**src/rtl/mbw_pkg.sv**
```systemverilog
package mbw_pkg;
    localparam int CMD_W    = 64;
    localparam int DATA_W   = 32;
    localparam int CORE_W   = 10;
    localparam int ADDR_W   = 16;
    localparam int LANES    = DATA_W / 8;
    localparam int CORE_LSB = 16;
    localparam int KEEP_LSB = 27;
    localparam int PAY_LSB  = 32;
    localparam logic [ADDR_W-1:0] SLOT_MASK = 16'h001C;

    typedef enum logic [1:0] {
        ST_IDLE  = 2'd0,
        ST_READ  = 2'd1,
        ST_WRITE = 2'd2
    } mbw_state_e;

    typedef struct packed {
        logic [CORE_W-1:0] core;
        logic [ADDR_W-1:0] addr;
        logic [LANES-1:0]  keep;
        logic [DATA_W-1:0] payload;
    } mbw_req_t;
endpackage

```
**src/rtl/mbw_decode.sv**
```systemverilog
module mbw_decode
    import mbw_pkg::*;
#(
    parameter logic [ADDR_W-1:0] MBOX_BASE = 16'h1020
) (
    input  logic [CMD_W-1:0] cmd_word,
    input  logic             cmd_is_any,
    output mbw_req_t         req
);
    always_comb begin
        req.core    = cmd_word[CORE_LSB +: CORE_W];
        req.keep    = cmd_word[KEEP_LSB +: LANES];
        req.payload = cmd_word[PAY_LSB +: DATA_W];
        if (cmd_is_any) begin
            req.addr = cmd_word[ADDR_W-1:0];
        end else begin
            req.addr = MBOX_BASE + (cmd_word[ADDR_W-1:0] & SLOT_MASK);
        end
    end
endmodule

```
**src/rtl/mbw_merge.sv**
```systemverilog
module mbw_merge #(
    parameter int LANES = 4,
    localparam int W    = LANES * 8
) (
    input  logic [LANES-1:0] keep,
    input  logic [W-1:0]     old_val,
    input  logic [W-1:0]     new_val,
    output logic [W-1:0]     merged
);
    for (genvar i = 0; i < LANES; i++) begin : g_lane
        assign merged[8*i +: 8] = keep[i] ? old_val[8*i +: 8] : new_val[8*i +: 8];
    end
endmodule

```
**src/rtl/mbw_ctrl.sv**
```systemverilog
module mbw_ctrl
    import mbw_pkg::*;
(
    input  logic clk,
    input  logic rst_n,
    input  logic start,
    input  logic need_read,
    input  logic rd_ack,
    output logic busy,
    output logic rd_req,
    output logic wr_req,
    output logic load_old
);
    mbw_state_e state_q, state_d;

    always_ff @(posedge clk or negedge rst_n) begin
        if (!rst_n) state_q <= ST_IDLE;
        else        state_q <= state_d;
    end

    always_comb begin
        state_d = state_q;
        unique case (state_q)
            ST_IDLE: begin
                if (start) state_d = need_read ? ST_READ : ST_WRITE;
            end
            ST_READ: begin
                if (rd_ack) state_d = ST_WRITE;
            end
            ST_WRITE: state_d = ST_IDLE;
            default:  state_d = ST_IDLE;
        endcase
    end

    always_comb begin
        busy     = (state_q != ST_IDLE);
        rd_req   = (state_q == ST_READ);
        wr_req   = (state_q == ST_WRITE);
        load_old = (state_q == ST_READ) && rd_ack;
    end
endmodule

```
**src/rtl/mbox_rmw_writer.sv**
```systemverilog
module mbox_rmw_writer
    import mbw_pkg::*;
#(
    parameter logic [15:0] MBOX_BASE = 16'h1020
) (
    input  logic        clk,
    input  logic        rst_n,
    input  logic        cmd_valid,
    input  logic        cmd_is_any,
    input  logic        cmd_full,
    input  logic [63:0] cmd_word,
    output logic        busy,
    output logic [9:0]  tgt_core,
    output logic [15:0] tgt_addr,
    output logic        rd_req,
    input  logic        rd_ack,
    input  logic [31:0] rd_data,
    output logic        wr_req,
    output logic [31:0] wr_data
);
    mbw_req_t          dec_req;
    mbw_req_t          req_q;
    logic [DATA_W-1:0] old_q;
    logic              accept;
    logic              load_old;

    mbw_decode #(.MBOX_BASE(MBOX_BASE)) u_decode (
        .cmd_word   (cmd_word),
        .cmd_is_any (cmd_is_any),
        .req        (dec_req)
    );

    assign accept = cmd_valid && cmd_full && !busy;

    mbw_ctrl u_ctrl (
        .clk       (clk),
        .rst_n     (rst_n),
        .start     (accept),
        .need_read (|dec_req.keep),
        .rd_ack    (rd_ack),
        .busy      (busy),
        .rd_req    (rd_req),
        .wr_req    (wr_req),
        .load_old  (load_old)
    );

    always_ff @(posedge clk or negedge rst_n) begin
        if (!rst_n) begin
            req_q <= '0;
            old_q <= '0;
        end else begin
            if (accept)   req_q <= dec_req;
            if (load_old) old_q <= rd_data;
        end
    end

    mbw_merge #(.LANES(LANES)) u_merge (
        .keep    (req_q.keep),
        .old_val (old_q),
        .new_val (req_q.payload),
        .merged  (wr_data)
    );

    assign tgt_core = req_q.core;
    assign tgt_addr = req_q.addr;
endmodule

```
**config.mk**
```make
export PLATFORM = sky130hd
export DESIGN_NAME = mbox_rmw_writer
export DESIGN_NICKNAME = d
export VERILOG_FILES = /design/src/rtl/mbw_pkg.sv /design/src/rtl/mbw_decode.sv /design/src/rtl/mbw_merge.sv /design/src/rtl/mbw_ctrl.sv /design/src/rtl/mbox_rmw_writer.sv
export SDC_FILE = /design/constraint.sdc
export NUM_CORES = 1
export LEC_CHECK = 0
export BUFFER_PORTS_ARGS = -buffer_cell sky130_fd_sc_hd__buf_2
export CAP_MARGIN = 20
export CORE_MARGIN = 2
export CORE_UTILIZATION = 50
export DETAILED_ROUTE_END_ITERATION = 10
export PLACE_DENSITY = 0.81
export SETUP_SLACK_MARGIN = 0.4
export SYNTH_ARGS = -nofsm -noshare
export SYNTH_HDL_FRONTEND = slang
export SYNTH_SLANG_ARGS = --single-unit
```
**constraint.sdc**
```tcl
create_clock -name clk -period 1.9 [get_ports clk]
set_clock_uncertainty 0.15 [all_clocks]
set_input_delay 0.38 -clock clk [delete_from_list [all_inputs] [get_ports clk]]
set_output_delay 0.38 -clock clk [all_outputs]
set_load 0.01 [all_outputs]
```
==> flow_summary.rst <==
.. list-table::
   :header-rows: 1

   * - Metric
     - Value
   * - Post-route cell area
     - 6549 um2
   * - Minimum clock period
     - 1878 ps
   * - Data required time at the worst endpoint
     - 1370 ps
   * - Total of max-cap violations
     - 0
   * - Antenna cells
     - 0
   * - Share of the synthesized area in compound gates (AO/OA/AOI/OAI)
     - 0.3908%
   * - Layout Nets
     - 582
   * - Clock buffers created by TritonCTS
     - 9
   * - Sequential-to-total area share from yosys stat
     - 53.60%
   * - Clock Pin Slew Worst Setup and Hold Paths
     - 100 ps
   * - Pwr Density
     - 1221 nW/um2
   * - Drt total wl
     - 11.50 mm
   * - Number of global-route vias before repair
     - 3349
   * - Growth of design area from synthesis to finish
     - 46.12%
   * - Upper clock frequency limit
     - 0.5325 GHz
   * - IO Count
     - 163
   * - Number of I/O port buffers
     - 160
   * - Cell area after technology mapping
     - 4482 um2
   * - Post-detailed-route wirelength per cell
     - 19.39 um
   * - Worst setup EP type
     - output pin
   * - Number of filler cells placed in the layout
     - 543
   * - Pin count of the biggest net entering global routing
     - 53
   * - Length of the first detailed-routing pass in iterations
     - 4
   * - Adder-cell share of the synthesized area
     - 0%
   * - Number of DRC violations after detailed routing
     - 0
   * - Maximum count of clock buffers along a single path
     - 2
   * - Number of warnings printed during yosys synthesis
     - 0
   * - Transition time at the pin with the least slew margin
     - 486.4 ps
   * - Relative max-transition margin
     - 67.28%
   * - Final critical-path share of the clock period
     - 98.84%
   * - Maximum ir drop on the vdd rail
     - 0.0006694 V
   * - Total congestion overflow
     - 0
   * - Post-place instance area
     - 5192 um2
   * - CTS Root Buffer Type
     - clkbuf_8
   * - Total number of vias
     - 3026
   * - Placed Cells
     - 530
   * - Top fanout value on the critical path
     - 5
   * - Sum of net half-perimeters after detailed placement
     - 6.528 mm
   * - Status
     - complete, no violations
   * - Standard cell core area
     - 8721 um2
   * - H-Tree Level Count
     - 3
   * - Die Y-Extent
     - 98.68 um
   * - Total number of placement rows
     - 34
   * - Share of synthesized cell area in and, or, nand and nor gates
     - 2.317%
   * - Final hold violations
     - 0
   * - Via density
     - 5.103
   * - TritonCTS clock tree
     - yes
   * - Kind of critical path
     - flop to output pin
   * - Final estimated routing congestion in global placement
     - 0.7551
   * - Share of synthesized area spent on multiplexers
     - 35.37%
   * - Number of nets still failing antenna checks after routing
     - 0
   * - Main combinational cell family by area after synthesis
     - multiplexers
   * - Number of antenna violations at the first check in global routing
     - 0
   * - Die ar.
     - 9737 um2
   * - Critical Path Start Type
     - flop
   * - Initial core utilization
     - 51.39%
   * - Clk Latency, worst-skew pair
     - 340 ps
   * - Detailed router's first-iteration violation count
     - 78
   * - Post-Synthesis Cells
     - 298
   * - Cell Count, Final, Fillers Out
     - 593
   * - RSZ-0062 raised after global routing
     - yes
   * - Xor-xnor portion of the synthesized cell area
     - 0%
   * - Total track usage
     - 22.60%
   * - Number of endpoints failing setup at the final stage
     - 0
   * - Endpoint of the worst-slack reg-to-reg timing path
     - req_q[14]$_DFFE_PN0P_
   * - X dimension of the die
     - 98.68 um
   * - Post-Synthesis Net Count
     - 400
   * - Worst setup path endpoint
     - wr_data[14]
   * - Arrival @ worst endpoint
     - 1350 ps
   * - Number of storage elements in the synthesis netlist
     - 96
   * - Min-Delay Path Depth
     - 2
   * - Hold Crit Class
     - primary input to flop
   * - Ratio of cells with drive above 1 in the final layout
     - 73.20%
   * - Setup Total Neg Slack
     - 0 ps
   * - Startpoint of the worst hold path
     - cmd_word[34]
   * - Setup slack of the worst register-to-register path
     - 70 ps
   * - Worst Setup SP
     - req_q[33]$_DFFE_PN0P_
   * - Number of sinks driven by the clock tree
     - 96
   * - Number of distinct library cell variants in the gate-level netlist after synthesis
     - 19
   * - Fin. max-slew vios
     - 0
   * - Startpoint of the worst-slack reg-to-reg timing path
     - u_ctrl.state_q[1]$_DFFE_PN0P_
   * - Wire length of the first global-routing pass
     - 16.99 mm
   * - Mean cell area of the mapped netlist
     - 15.04 um2
   * - R2R depth
     - 5
   * - Leakage power
     - 0.003280 uW
timing repair:
action,in CTS,in global routing
gates resized for setup,72,75
hold buffers,1,0
endpoints found under the setup margin,105,130
endpoints found under the hold margin,26,0
buffers inserted,30,6
cloned,7,3
pin swaps,3,3
how the worst min path moves through the flow:
stage	to
final	req_q[2]$_DFFE_PN0P_
after global routing	u_ctrl.state_q[0]$_DFFE_PN0P_
after CTS	u_ctrl.state_q[0]$_DFFE_PN0P_
after detailed placement	old_q[24]$_DFFE_PN0P_
after global placement	req_q[24]$_DFFE_PN0P_
after floorplan	old_q[0]$_DFFE_PN0P_
worst max-delay path, stage by stage, from the launching register on:
cell and delay, ps:
dfrtp_2 390, buf_6 130, mux2_2 350, buf_6 130
layout make-up:
type	count	area [um2]	area share, %
clock buffer	12	155.1	2.369
clock inverter	4	27.53	0.4203
inverter	12	45.04	0.6878
multi-input combinational	148	1943	29.67
sequential	96	2407	36.76
tap	108	135.1	2.063
timing repair buffer	213	1836	28.03
cell usage after synthesis:
library cell | instances | area (um2)
mux2_4 | 48 | 720.7
o22a_1 | 1 | 8.760
or2_1 | 1 | 6.260
dfrtp_1 | 96 | 2402
mux2i_1 | 11 | 110.1
nor2b_1 | 1 | 6.260
nor4_1 | 1 | 6.260
nand2b_1 | 3 | 18.77
buf_6 | 9 | 101.4
mux2_1 | 35 | 394.1
buf_2 | 1 | 5.000
mux2_2 | 32 | 360.4
o32ai_1 | 1 | 8.760
and3b_1 | 1 | 8.760
clkbuf_1 | 5 | 18.77
inv_1 | 12 | 45.04
nand2_1 | 12 | 45.04
and4bb_1 | 1 | 12.51
buf_4 | 27 | 202.7
cells by family after synthesis:
| logic type | count (synthesis) |
|---|---|
| mux | 126 |
| flops | 96 |
| buf+inv | 54 |
| simple gates | 20 |
| compound gates | 2 |
metal layers:
layer	GRT usage, %	wire (um)	vias to the layer above	part of all wire (%)
met3	5.532	638	23	5.5
met2	39.98	5983	114	52
met5	0	0	-	0
met4	7.271	279	0	2.4
li1	-	-	1358	-
met1	27.23	4597	1531	40
state kept, by name, summed over array words and instances, names as in the netlist:
| register | cells |
|---|---|
| u_ctrl.state_q | 2 |
| req_q | 36 |
| old_q | 32 |
| tgt_addr | 16 |
| tgt_core | 10 |
through the flow:
step / setup slack (ps) / utilization, % / power (uW) / hold slack, ps
2_1_floorplan: 367.9 / - / 4725 / -65.59
3_3_place_gp: 241.8 / 59.54 / 5250 / 163.6
3_5_place_dp: 200.5 / 59.54 / 5382 / 167.8
4_1_cts: 31.01 / 70.36 / 7416 / 63.18
5_1_grt: -26.39 / 75.09 / 8416 / 80.60
6_report: 21.99 / 75.09 / 7997 / 104.7
layout by cell type (no fill, tap or decap), types with 2 or more instances in the layout:
| cell type | instances |
|---|---|
| buf_8 | 2 |
| mux2_4 | 101 |
| dfrtp_2 | 4 |
| nand2_1 | 12 |
| buf_2 | 124 |
| inv_1 | 11 |
| buf_12 | 9 |
| clkinv_2 | 2 |
| clkbuf_16 | 2 |
| mux2_2 | 14 |
| buf_16 | 8 |
| buf_6 | 59 |
| mux2i_1 | 9 |
| nand2b_1 | 2 |
| dfrtp_1 | 92 |
| clkbuf_8 | 11 |
| buf_4 | 8 |
| mux2i_2 | 2 |
report_power, final:
part,total [uW],leakage [uW],internal (uW),switching [uW]
logic,3650,0.00205,2410,1240
registers,3100,0.00114,2700,396
clock network,1250,0.0000967,553,702
total,8000,0.00328,5660,2340
Power figures use the tool's default switching activity.
